==> config.mk <==
export PLATFORM = sky130hd
export DESIGN_NAME = fill_ratio_governor
export DESIGN_NICKNAME = d
export VERILOG_FILES = /design/src/rtl/fill_ratio_pkg.sv /design/src/rtl/fill_tracker.sv /design/src/rtl/ratio_picker.sv /design/src/rtl/prefill_gate.sv /design/src/rtl/fill_ratio_governor.sv
export SDC_FILE = /design/constraint.sdc
export NUM_CORES = 1
export LEC_CHECK = 0
export ABC_CLOCK_PERIOD_IN_PS = 8020
export BUFFER_PORTS_ARGS = -buffer_cell sky130_fd_sc_hd__buf_2
export CORE_UTILIZATION = 35
export CTS_BUF_LIST = sky130_fd_sc_hd__clkbuf_16
export CTS_CLUSTER_DIAMETER = 60
export DETAILED_ROUTE_END_ITERATION = 8
export SYNTH_ARGS = -nofsm -noshare
export SYNTH_HDL_FRONTEND = slang
export SYNTH_SLANG_ARGS = --single-unit
==> constraint.sdc <==
create_clock -name clk -period 8.02 [get_ports clk]
set_clock_uncertainty 0.1 [all_clocks]
set_input_delay 0 -clock clk [delete_from_list [all_inputs] [get_ports clk]]
set_output_delay 0 -clock clk [all_outputs]
set_load 0.02 [all_outputs]
==> src/rtl/fill_ratio_pkg.sv <==
package fill_ratio_pkg;
   typedef enum logic [1:0] {
      RATIO_SLOW = 2'd0,
      RATIO_NOM  = 2'd1,
      RATIO_FAST = 2'd2
   } ratio_e;
endpackage

==> src/rtl/fill_tracker.sv <==
module fill_tracker #(
   parameter int LVL_W = 12,
   parameter int BLK   = 128,
   parameter int CNT_W = 9
) (
   input  logic             clk,
   input  logic             rst_n,
   input  logic [LVL_W-1:0] cap,
   input  logic             wr_blk,
   input  logic             rd_take,
   input  logic [CNT_W-1:0] take_cnt,
   output logic [LVL_W-1:0] level,
   output logic [LVL_W-1:0] level_nxt,
   output logic             ovf_err,
   output logic             unf_err
);
   localparam int SW = LVL_W + 2;
   localparam logic [SW-1:0] BLK_V = SW'(BLK);

   logic [SW-1:0] add_v, sub_v, sum;
   logic          neg, over;

   always_comb begin
      add_v = wr_blk  ? BLK_V : '0;
      sub_v = rd_take ? {{(SW-CNT_W){1'b0}}, take_cnt} : '0;
      sum   = {2'b00, level} + add_v - sub_v;
      neg   = sum[SW-1];
      over  = !neg && (sum[LVL_W:0] > {1'b0, cap});
      if (neg)
         level_nxt = '0;
      else if (over)
         level_nxt = cap;
      else
         level_nxt = sum[LVL_W-1:0];
   end

   always_ff @(posedge clk) begin
      if (!rst_n) begin
         level   <= '0;
         ovf_err <= 1'b0;
         unf_err <= 1'b0;
      end else begin
         level <= level_nxt;
         if (over) ovf_err <= 1'b1;
         if (neg)  unf_err <= 1'b1;
      end
   end
endmodule

==> src/rtl/ratio_picker.sv <==
module ratio_picker
   import fill_ratio_pkg::*;
#(
   parameter int LVL_W         = 12,
   parameter int BLK           = 128,
   parameter int CNT_W         = 9,
   parameter bit ROUND_NEAREST = 1'b1
) (
   input  logic             clk,
   input  logic             rst_n,
   input  logic             rd_take,
   input  logic [LVL_W-1:0] level_nxt,
   input  logic [LVL_W-1:0] low_wm,
   input  logic [LVL_W-1:0] high_wm,
   output logic [CNT_W-1:0] in_count
);
   localparam int RND      = ROUND_NEAREST ? 5 : 0;
   localparam int CNT_SLOW = (BLK * 9 + RND) / 10;
   localparam int CNT_FAST = (BLK * 11 + RND) / 10;

   ratio_e sel;

   always_comb begin
      if (level_nxt < low_wm)
         sel = RATIO_SLOW;
      else if (level_nxt > high_wm)
         sel = RATIO_FAST;
      else
         sel = RATIO_NOM;
   end

   always_ff @(posedge clk) begin
      if (!rst_n)
         in_count <= CNT_W'(BLK);
      else if (rd_take) begin
         unique case (sel)
            RATIO_SLOW: in_count <= CNT_W'(CNT_SLOW);
            RATIO_FAST: in_count <= CNT_W'(CNT_FAST);
            default:    in_count <= CNT_W'(BLK);
         endcase
      end
   end
endmodule

==> src/rtl/prefill_gate.sv <==
module prefill_gate #(
   parameter int LVL_W = 12
) (
   input  logic             clk,
   input  logic             rst_n,
   input  logic [LVL_W-1:0] level_nxt,
   input  logic [LVL_W-1:0] prefill,
   output logic             play_en
);
   always_ff @(posedge clk) begin
      if (!rst_n)
         play_en <= 1'b0;
      else if (level_nxt >= prefill)
         play_en <= 1'b1;
   end
endmodule

==> src/rtl/fill_ratio_governor.sv <==
module fill_ratio_governor #(
   parameter int LVL_W         = 12,
   parameter int BLK           = 128,
   parameter bit ROUND_NEAREST = 1'b1,
   localparam int CNT_W        = $clog2(2 * BLK + 1)
) (
   input  logic             clk,
   input  logic             rst_n,
   input  logic [LVL_W-1:0] cfg_capacity,
   input  logic [LVL_W-1:0] cfg_low_wm,
   input  logic [LVL_W-1:0] cfg_high_wm,
   input  logic [LVL_W-1:0] cfg_prefill,
   input  logic             wr_blk,
   input  logic             rd_blk,
   output logic [LVL_W-1:0] level,
   output logic             low_flag,
   output logic             high_flag,
   output logic             play_en,
   output logic [CNT_W-1:0] in_count,
   output logic             ovf_err,
   output logic             unf_err
);
   generate
      if (BLK < 10) begin : g_bad_blk
         $error("BLK must be at least 10");
      end
      if (CNT_W > LVL_W + 2) begin : g_bad_width
         $error("LVL_W too narrow for the block count");
      end
      if ((1 << LVL_W) <= BLK) begin : g_bad_level
         $error("LVL_W cannot hold one block");
      end
   endgenerate

   logic [LVL_W-1:0] cap_q, low_q, high_q, pre_q, level_nxt;
   logic             rd_take;

   always_ff @(posedge clk) begin
      if (!rst_n) begin
         cap_q  <= cfg_capacity;
         low_q  <= cfg_low_wm;
         high_q <= cfg_high_wm;
         pre_q  <= cfg_prefill;
      end
   end

   assign rd_take   = rd_blk && play_en;
   assign low_flag  = level < low_q;
   assign high_flag = level > high_q;

   fill_tracker #(.LVL_W(LVL_W), .BLK(BLK), .CNT_W(CNT_W)) u_track (
      .clk(clk), .rst_n(rst_n), .cap(cap_q), .wr_blk(wr_blk),
      .rd_take(rd_take), .take_cnt(in_count), .level(level),
      .level_nxt(level_nxt), .ovf_err(ovf_err), .unf_err(unf_err)
   );

   ratio_picker #(.LVL_W(LVL_W), .BLK(BLK), .CNT_W(CNT_W),
                  .ROUND_NEAREST(ROUND_NEAREST)) u_pick (
      .clk(clk), .rst_n(rst_n), .rd_take(rd_take), .level_nxt(level_nxt),
      .low_wm(low_q), .high_wm(high_q), .in_count(in_count)
   );

   prefill_gate #(.LVL_W(LVL_W)) u_gate (
      .clk(clk), .rst_n(rst_n), .level_nxt(level_nxt),
      .prefill(pre_q), .play_en(play_en)
   );
endmodule

==> results.md, run 1 <==
* Final worst slack at approximately 1.3 ns
* # IOs at slightly below 80
* Synth cell types at 52
* Min Tclk post-route at 6.72 ns
* ANT nets after route at 0
* Die H at about 120 um
* Synthesized area at between 0.004 and 0.005 mm^2
* Max Slew Vio Count at 0
* # setup viols final at 0
* WHS Path Cells at 2
* Fin crit share at 0.838
* Post-Syn Nets at slightly above 600
* Grt peak-use layer: met2
* Synth async-reset ratio at 0
* Final Hold Vio Count at 0
* Unrepaired setup endpoints after global routing: false
* Final GP Congestion at between 0.8 and 0.9
* TritonRoute pass-1 iters at 4
* Remaining global-route overflow at 0
* Die area at 0.0139 mm^2
* Reg2Reg Setup Slack at about 1.3 ns
* Pleak at ~3.0 nW
* Hold_ws at between 0.2 and 0.25 ns
* CTS tree: built
* Critical Path Fanout Max at 13
* Relative slew slack at 0.311
* Clk buf depth at 2
* Max rail drop VDD at between 0.00015 and 0.0002 V
* Register bit count reported by yosys at between 60 and 70
* Status: finished clean
* Routed length per instance at 15.7 um
* PD cells at approximately 380 mW/mm^2
* Antenna cells at 0
* Syn Area/Cell at between 10 and 15 um^2
* Measured slew at the worst slew-check pin at 1.03 ns
* Horiz. Die Dim at roughly 120 um
* Core area at about 0.013 mm^2
* Seq/Total Area, Yosys at 0.387
* Worst Setup End Kind: flop
* Hold Startpoint: cfg_high_wm[2]
* GR Util met2 at 0.311
* Worst reg2reg endpoint: u_pick.in_count[0]
* WP data arrival at slightly below 7 ns
* Clock root cell: clkbuf_16
* WL final at around 12 mm
* DR vias at around 3.8k
* Clock Pin Slew Worst Setup and Hold Paths at approximately 0.060 ns
* Vias per cell at between 4 and 5
* Post_cts resized at 0
* FF-to-FF Start: u_gate.play_en
* Max Freq at about 150 MHz
* Met1 Track Usage GR at 0.234
* Required @ worst endpoint at 8.15 ns
* Layout cell share with drive strength beyond 1 at 0.163
* Place WS at about 1.3 ns
* Layout net count at roughly 730
* Worst setup SP type: flop
* DRC violations left at 0
* Clk Latency, worst-skew pair at ~0.35 ns
* # rows at 42
* Most used flip-flop cell after synthesis: edfxtp_1
* Sink Count at between 60 and 70
* Overall routing resource usage at 0.188
* Count of mapped cells out of synthesis at ~460
* Initial core utilization at 0.357
* Port bufs at between 70 and 80
* First-pass GRT wire length at a little under 20 mm
* EDFF count, synth at 48
* HPWL Detailed at 9.51 mm
* Critical Setup Path Class: flop to flop
* Starting DRC count in detailed routing at 149
* Hold worst-path end: high_q[2]
* Worst Reg-to-Reg Cells at 26
* Leading area contributor after synthesis: edfxtp_1
* Area Growth Syn to Fin at 28.4%
* Most common cell in the netlist: ha_1
* Fin Setup TNS at 0 ns
* Initial antenna violation count at 0
* Ys Warns at 0
* M3 GR Usage at 0.0392
* Synth top area share at 0.306
* TritonCTS buffer count at 9
* Worst min path class: input port to flop
* H-Tree Depth at 3
* Vias in the first global route at between 3k and 4k
* Max cap viols at 0
* Synth top area cells: edfxtp_1, ha_1, dfxtp_1
* Synth top cells by count: ha_1, inv_1, edfxtp_1, nor2_1, a21oi_1
* Maximum number of pins on one net before global-route repair at 50
[metal layers]
metal  wire length, um  vias to the layer above
met1              5480                     1727
met3               547                       21
li1                  -                     1929
met2              5770                      102
met4               323                        0
met5                 0                        -
[layout make-up]
| cell class | count | area (um^2) |
|---|---|---|
| fillers | 1280 | 7150 |
| multi-input cells | 325 | 2590 |
| flip-flops and latches | 67 | 1820 |
| repair buffers | 126 | 881 |
| clock buffers | 9 | 225 |
| inverters | 60 | 225 |
| well taps | 176 | 220 |
| clock inverters | 7 | 83.8 |
[kinds of logic after synthesis]
kind of cell / after synthesis / share of synthesized area
simple gates: 117 / 0.124
compound gates: 96 / 0.138
fa+ha+maj: 92 / 0.248
buf+inv: 71 / 0.0633
flops: 67 / 0.387
mux: 13 / 0.0276
xor+xnor: 6 / 0.0112
other cells: 1 / 0.000797
[worst max path at each step]
| stage | startpoint | endpoint | slack, ns | depth (start not counted) |
|---|---|---|---|---|
| after floorplan | u_gate.play_en | u_pick.in_count[0] | 1.99 | 28 |
| after global placement | u_pick.in_count[6] | u_pick.in_count[0] | 1.56 | 26 |
| after detailed placement | u_pick.in_count[6] | u_pick.in_count[0] | 1.35 | 26 |
| after CTS | u_pick.in_count[6] | u_pick.in_count[0] | 1.32 | 26 |
| after global routing | u_gate.play_en | u_pick.in_count[0] | 0.85 | 26 |
| final | u_gate.play_en | u_pick.in_count[0] | 1.30 | 26 |
[cells in the final DEF, fill, tap and decap left out, drive strengths merged, types with 2 or more instances in the layout]
master,netlist,routed
buf,7,76
nand2b,8,8
a31oi,2,2
edfxtp,48,48
o221ai,2,2
or4,3,3
dfxtp,19,19
o31a,2,2
o21ai,14,14
nand2,17,17
a211oi,5,5
or3,2,2
and4,2,2
a21o,15,15
clkbuf,4,9
nand3,15,15
inv,60,63
o211ai,5,5
a21boi,2,2
o21a,13,13
fa,2,2
ha,90,90
nor3,6,6
dlygate4sd3,0,50
clkinv,0,2
mux2i,13,13
nor2b,9,9
a21oi,24,24
nor4,3,3
nor2,38,38
a31o,2,2
o21bai,2,2
and3,3,3
nand4,9,9
xnor2,5,5
[sequential cells by signal, summed over array words and instances (netlist names)]
| signal | flops |
|---|---|
| u_track.level | 12 |
| cap_q | 12 |
| u_pick.in_count | 4 |
| u_track.unf_err | 1 |
| low_q | 12 |
| u_gate.play_en | 1 |
| u_track.ovf_err | 1 |
| pre_q | 12 |
| high_q | 12 |
[stage by stage]
step | power [mW] | utilization | std cells | area (um^2)
2_1_floorplan | 1.51 | - | 463 | 4710
3_3_place_gp | 1.82 | 0.397 | 704 | 5240
3_5_place_dp | 1.85 | 0.397 | 704 | 5240
4_1_cts | 2.30 | 0.458 | 770 | 6040
5_1_grt | 2.51 | 0.458 | 770 | 6040
6_report | 2.29 | 0.458 | 770 | 6040
[critical path: stages, from the launching register on]
cell	delay (ns)
dfxtp_1	0.49
nand3_1	0.23
ha_1	0.35
ha_1	0.19
inv_1	0.07
fa_1	0.40
nor2b_1	0.18
o31a_1	0.25
o21a_1	0.17
a31o_2	0.19
xnor2_1	0.11
ha_1	0.23
or4_1	0.53
a21oi_1	0.12
o21ai_1	0.08
o221ai_2	0.24
nand3_2	0.41
mux2i_1	0.35
nor2_1	0.11
ha_1	0.34
and3_1	0.22
and4_1	0.21
nand4_1	0.11
or4_1	0.48
a31o_1	0.21
nand4b_1	0.16
nand3_1	0.08
[what timing repair did]
action,in CTS,in global routing
setup buffers,0,0
hold buffers,50,0
endpoints found under the hold margin,53,0
[where the power goes]
part | switching [mW] | internal, mW | total (mW) | leakage [nW]
Sequential | 0.0443 | 0.420 | 0.464 | 0.626
Clock | 0.168 | 0.246 | 0.414 | 0.149
Combinational | 0.817 | 0.595 | 1.41 | 2.20
Total | 1.03 | 1.26 | 2.29 | 2.98
Power figures use the tool's default switching activity.
==> run 2: changes to the inputs <==
--- a/config.mk
+++ b/config.mk
@@ -5,7 +5,8 @@
 export SDC_FILE = /design/constraint.sdc
 export NUM_CORES = 1
 export LEC_CHECK = 0
-export ABC_CLOCK_PERIOD_IN_PS = 8020
+export ABC_AREA = 1
+export ABC_CLOCK_PERIOD_IN_PS = 6350
 export BUFFER_PORTS_ARGS = -buffer_cell sky130_fd_sc_hd__buf_2
 export CORE_UTILIZATION = 35
 export CTS_BUF_LIST = sky130_fd_sc_hd__clkbuf_16
==> constraint.sdc (replaced) <==
create_clock -name clk -period 6.35 [get_ports clk]
set_clock_uncertainty 0.1 [all_clocks]
set_input_delay 0 -clock clk [delete_from_list [all_inputs] [get_ports clk]]
set_output_delay 0 -clock clk [all_outputs]
set_load 0.02 [all_outputs]
==> results.md, run 2 <==
* Status: finished clean
* Max Freq at roughly 170 MHz
* Max cap viols at 0
* Synthesized area at roughly 0.0046 mm^2
* WP data arrival at 6.02 ns
* ANT nets after route at 0
* Seq/Total Area, Yosys at 0.393
* Antenna cells at 0
* Clock Pin Slew Worst Setup and Hold Paths at ~0.06 ns
* FF-to-FF Start: u_gate.play_en
* WL final at approximately 11 mm
* TritonRoute pass-1 iters at 4
* Max Slew Vio Count at 0
* Remaining global-route overflow at 0
* Vias in the first global route at ~3.8k
* Most used flip-flop cell after synthesis: edfxtp_1
* Syn Area/Cell at about 9.5 um^2
* Register bit count reported by yosys at 67
* Initial core utilization at 0.363
* DR vias at about 3.7k
* Vias per cell at about 4.6
* Required @ worst endpoint at roughly 6.5 ns
* Core area at 0.0128 mm^2
* Layout cell share with drive strength beyond 1 at 0.208
* H-Tree Depth at 3
* Pleak at 3.07 nW
* Horiz. Die Dim at 117 um
* Relative slew slack at 0.254
* Final core occ at 0.476
* Hold Startpoint: cfg_prefill[9]
* EDFF count, synth at between 40 and 50
* Filler cells at ~1.2k
* Worst min path class: input port to flop
* Most common cell after layout, fill and taps aside: ha_1
* Final Hold Vio Count at 0
* Synth top area cells: edfxtp_1, ha_1, dfxtp_1
* First-pass GRT wire length at approximately 18 mm
* Sink Count at 67
* Max rail drop VDD at around 0.00023 V
* Synth async-reset ratio at 0
* # IOs at 78
* Critical Path Fanout Max at 9
* Ys Warns at 0
* DRC violations left at 0
* Synth top cells by count: ha_1, inv_1, nand2_1, edfxtp_1, a21oi_1
* Post-Syn Nets at about 630
* Critical Setup Path Class: flop to flop
* Worst path max stage delay at between 0.3 and 0.4 ns
* Count of mapped cells out of synthesis at ~490
* Area Growth Syn to Fin at 31.2%
* Fin crit share at 0.925
* Worst setup SP type: flop
* HPWL Detailed at around 8.4 mm
* Measured slew at the worst slew-check pin at between 1 and 1.5 ns
* Maximum number of pins on one net before global-route repair at 54
* Most frequent cells in the layout: ha_1, inv_1, buf_2, nand2_1, dlygate4sd3_1
* Clock root cell: clkbuf_16
* Layout net count at 771
* Synth top area share at 0.311
* TritonCTS buffer count at 9
* Most common cell in the netlist: ha_1
* Worst Setup End Kind: flop
* CTS tree: built
* Die area at 0.0137 mm^2
* Clk buf depth at 2
* Leading area contributor after synthesis: edfxtp_1
* Crit path launch: u_gate.play_en
* PD cells at approximately 510 mW/mm^2
* Fin Setup TNS at 0 ns
* CP max stage cell: fa_1
* Initial antenna violation count at 0
* # setup viols final at 0
* Min Tclk post-route at between 5 and 6 ns
* Port bufs at 76
* Starting DRC count in detailed routing at ~140
* Die H at around 120 um
* Hold_ws at 0.261 ns
* # rows at between 40 and 50
* Unrepaired setup endpoints after global routing: false
* Final GP Congestion at about 0.9
* Synth cell types at 40
* Routed length per instance at roughly 14 um
* Clk Latency, worst-skew pair at 0.35 ns
* Overall routing resource usage at 0.174
## run 2: changes by cell type after synthesis, sizes merged, moves of 6 or more
cell and delta:
nor2b -9, mux2i -13, o21ai -7, a21o -13, xor2 +6, nand2 +58
a21oi +15, inv +29, and2 +12, nand2b -8
## run 2: timing repair
action	in CTS	in global routing
resized for setup	0	11
setup endpoints to repair	0	2
buffers inserted	0	4
hold buffers	51	0
endpoints found under the hold margin	63	0
## run 2: logic make-up after synthesis
| kind of cell | synth area share |
|---|---|
| and+or+nand+nor | 0.142 |
| buffers and inverters | 0.0848 |
| adders and majority gates | 0.252 |
| AOI/OAI and AO/OA | 0.110 |
| DFF | 0.393 |
| xor gates and xnor gates | 0.0170 |
| other | 0.000810 |
## run 2: critical path: cells and delay by family (launching register included)
family | cells | cell delay, ns
adders and majority gates | 5 | 1.41
and+or+nand+nor | 15 | 1.30
AOI/OAI and AO/OA | 12 | 1.93
DFF | 1 | 0.34
xor gates and xnor gates | 1 | 0.17
buffers and inverters | 6 | 0.51
## run 2: layer usage
metal	vias up	share of wire	track usage
met3	21	0.039	0.0438
met4	0	0.027	0.0802
met5	-	0	0
met2	81	0.48	0.299
met1	1687	0.46	0.205
li1	1928	-	-
## run 2: final timing paths
| kind | endpoint | slack (ns) | depth (start not counted) |
|---|---|---|---|
| setup reg to reg | u_gate.play_en | 0.48 | 39 |
| hold reg to reg | u_track.ovf_err | 0.35 | 2 |
| hold / removal | pre_q[9] | 0.26 | 2 |
| setup / recovery | u_gate.play_en | 0.48 | 39 |
## run 2: area by class of cell
type                       count  area [um^2]  share of cell area
clock buffer                   9          225              0.0371
clock inverter                 6         67.6              0.0111
inverter                      89          334              0.0550
multi-input combinational    324         2450               0.403
sequential                    67         1820               0.300
tap                          172          215              0.0354
timing repair buffer         136          962               0.158
## run 2: metrics by stage
stage	total power [mW]	cells	worst slack, ns	instance area, um^2
after floorplan	1.97	488	0.631	4630
after global placement	2.43	733	0.524	5200
after detailed placement	2.49	733	0.350	5200
after CTS	3.03	799	0.170	6010
after global routing	3.42	803	0.0170	6080
final	3.12	803	0.477	6080
## run 2: report_power, final
| part | switching [mW] | internal (mW) |
|---|---|---|
| sequential | 0.0527 | 0.534 |
| clock | 0.193 | 0.302 |
| combinational | 1.21 | 0.828 |
| total | 1.45 | 1.66 |
==> run 3: changes to the inputs <==
--- a/config.mk
+++ b/config.mk
@@ -8,10 +8,13 @@
 export ABC_AREA = 1
 export ABC_CLOCK_PERIOD_IN_PS = 6350
 export BUFFER_PORTS_ARGS = -buffer_cell sky130_fd_sc_hd__buf_2
+export CELL_PAD_IN_SITES_DETAIL_PLACEMENT = 1
+export CELL_PAD_IN_SITES_GLOBAL_PLACEMENT = 1
 export CORE_UTILIZATION = 35
 export CTS_BUF_LIST = sky130_fd_sc_hd__clkbuf_16
 export CTS_CLUSTER_DIAMETER = 60
 export DETAILED_ROUTE_END_ITERATION = 8
+export PLACE_DENSITY_LB_ADDON = 0.1
 export SYNTH_ARGS = -nofsm -noshare
 export SYNTH_HDL_FRONTEND = slang
 export SYNTH_SLANG_ARGS = --single-unit
==> results.md, run 3 (synthesized netlist as in run 2, its figures left out) <==
* Status: finished clean
* Most common cell after layout, fill and taps aside: ha_1
* FF-to-FF Start: u_gate.play_en
* # IOs at a little under 80
* Routed length per instance at between 15 and 20 um
* Final core occ at 0.476
* WL final at about 12 mm
* Required @ worst endpoint at approximately 6.5 ns
* Clock root cell: clkbuf_16
* Min Tclk post-route at a little under 6 ns
* Measured slew at the worst slew-check pin at 1.15 ns
* Worst setup SP type: flop
* Vias in the first global route at 4007
* Worst path max stage delay at 0.56 ns
* Die H at about 120 um
* CP max stage cell: dlygate4sd3_1
* Sink Count at 67
* Final Hold Vio Count at 0
* Maximum number of pins on one net before global-route repair at between 50 and 60
* Relative slew slack at 0.235
* ANT nets after route at 0
* Initial core utilization at 0.363
* Fin Setup TNS at 0 ns
* WP data arrival at about 6 ns
* Clk buf depth at 2
* Overall routing resource usage at 0.194
* CP dominant cell by count: nand2_1
* Max Slew Vio Count at 0
* First-pass GRT wire length at ~19 mm
* Critical Path Fanout Max at 8
* Die area at roughly 0.014 mm^2
* TritonCTS buffer count at 9
* Critical Setup Path Class: flop to flop
* Vias per cell at 4.67
* Worst Reg-to-Reg Cells at 39
* Clk Latency, worst-skew pair at between 0.3 and 0.4 ns
* DR vias at around 3.8k
* Port bufs at 76
* Core area at 0.0128 mm^2
* Unrepaired setup endpoints after global routing: false
* Final GP Congestion at roughly 0.77
* CTS tree: built
* Most frequent cells in the layout: ha_1, inv_1, buf_2, nand2_1, dlygate4sd3_1
* Worst Setup EP: u_pick.in_count[7]
* Layout net count at a little under 800
* Area Growth Syn to Fin at 31.4%
* Reg2Reg Setup Slack at ~0.50 ns
* Fin crit share at 0.921
* Initial antenna violation count at 0
* TritonRoute pass-1 iters at 6
* Worst reg2reg endpoint: u_pick.in_count[7]
* DRC violations left at 0
* Crit path launch: u_gate.play_en
* Worst Setup End Kind: flop
* Max cap viols at 0
* Layout cell share with drive strength beyond 1 at 0.210
* Pleak at 3.08 nW
* Max Freq at around 170 MHz
* Max rail drop VDD at between 0.0002 and 0.00025 V
* H-Tree Depth at 3
* # setup viols final at 0
* Starting DRC count in detailed routing at 97
* # rows at 41
* HPWL Detailed at about 9.5 mm
* Clock Pin Slew Worst Setup and Hold Paths at about 0.060 ns
* Worst min path class: input port to flop
* Horiz. Die Dim at ~120 um
* Remaining global-route overflow at 0
* Antenna cells at 0
* PD cells at approximately 520 mW/mm^2
[run 3: report_power, final]
part | internal (mW) | switching [mW] | total, mW
clock | 0.266 | 0.209 | 0.475
combinational | 0.874 | 1.23 | 2.10
sequential | 0.534 | 0.0526 | 0.587
[run 3: area by class of cell]
class,count,area (um^2)
Fill cell,1489,6690
Multi-Input combinational cell,324,2430
Sequential cell,67,1820
Timing Repair Buffer,141,996
Inverter,89,337
Clock buffer,9,225
Tap cell,172,215
Clock inverter,7,52.6
[run 3: worst max-delay path, delay by kind of cell (launching register included)]
kind,cells,cell delay [ns]
xor+xnor,1,0.17
simple gates,22,1.97
fa+ha+maj,5,1.43
flops,1,0.35
compound gates,5,0.67
buf+inv,6,1.03
[run 3: worst min-delay path by stage]
stage           endpoint             start  slack (ns)  cells after the start
3_5_place_dp   cap_q[11]  cfg_capacity[11]        0.08                      1
6_report       high_q[7]    cfg_high_wm[7]        0.25                      2
5_1_grt         pre_q[1]    cfg_prefill[1]        0.25                      2
4_1_cts         pre_q[3]    cfg_prefill[3]        0.24                      2
3_3_place_gp    pre_q[3]    cfg_prefill[3]        0.08                      1
2_1_floorplan   cap_q[0]   cfg_capacity[0]      -0.001                      0
[run 3: stage by stage]
| stage | setup WS, ns | area (um^2) | hold slack [ns] | power, mW | cells |
|---|---|---|---|---|---|
| floorplan | 0.631 | 4630 | -0.00113 | 1.97 | 488 |
| global placement | 0.637 | 5220 | 0.0766 | 2.50 | 735 |
| detailed placement | 0.369 | 5220 | 0.0784 | 2.58 | 735 |
| CTS | 0.0393 | 6010 | 0.240 | 3.11 | 802 |
| global route | 0.0480 | 6080 | 0.250 | 3.49 | 809 |
| finish | 0.501 | 6080 | 0.254 | 3.16 | 809 |
[run 3: repair_timing]
action | 4_1_cts | 5_1_grt
hold buffers | 51 | 0
hold endpoints to repair | 63 | 0
buffers inserted | 0 | 7
endpoints found under the setup margin | 0 | 2
resized for setup | 0 | 8
[run 3: layer usage]
layer	up-vias	global-route usage	wire length, um
met5	-	0	0
met3	15	0.0525	402
met4	0	0.0565	193
met1	1779	0.224	5410
met2	54	0.351	6140
li1	1932	-	-
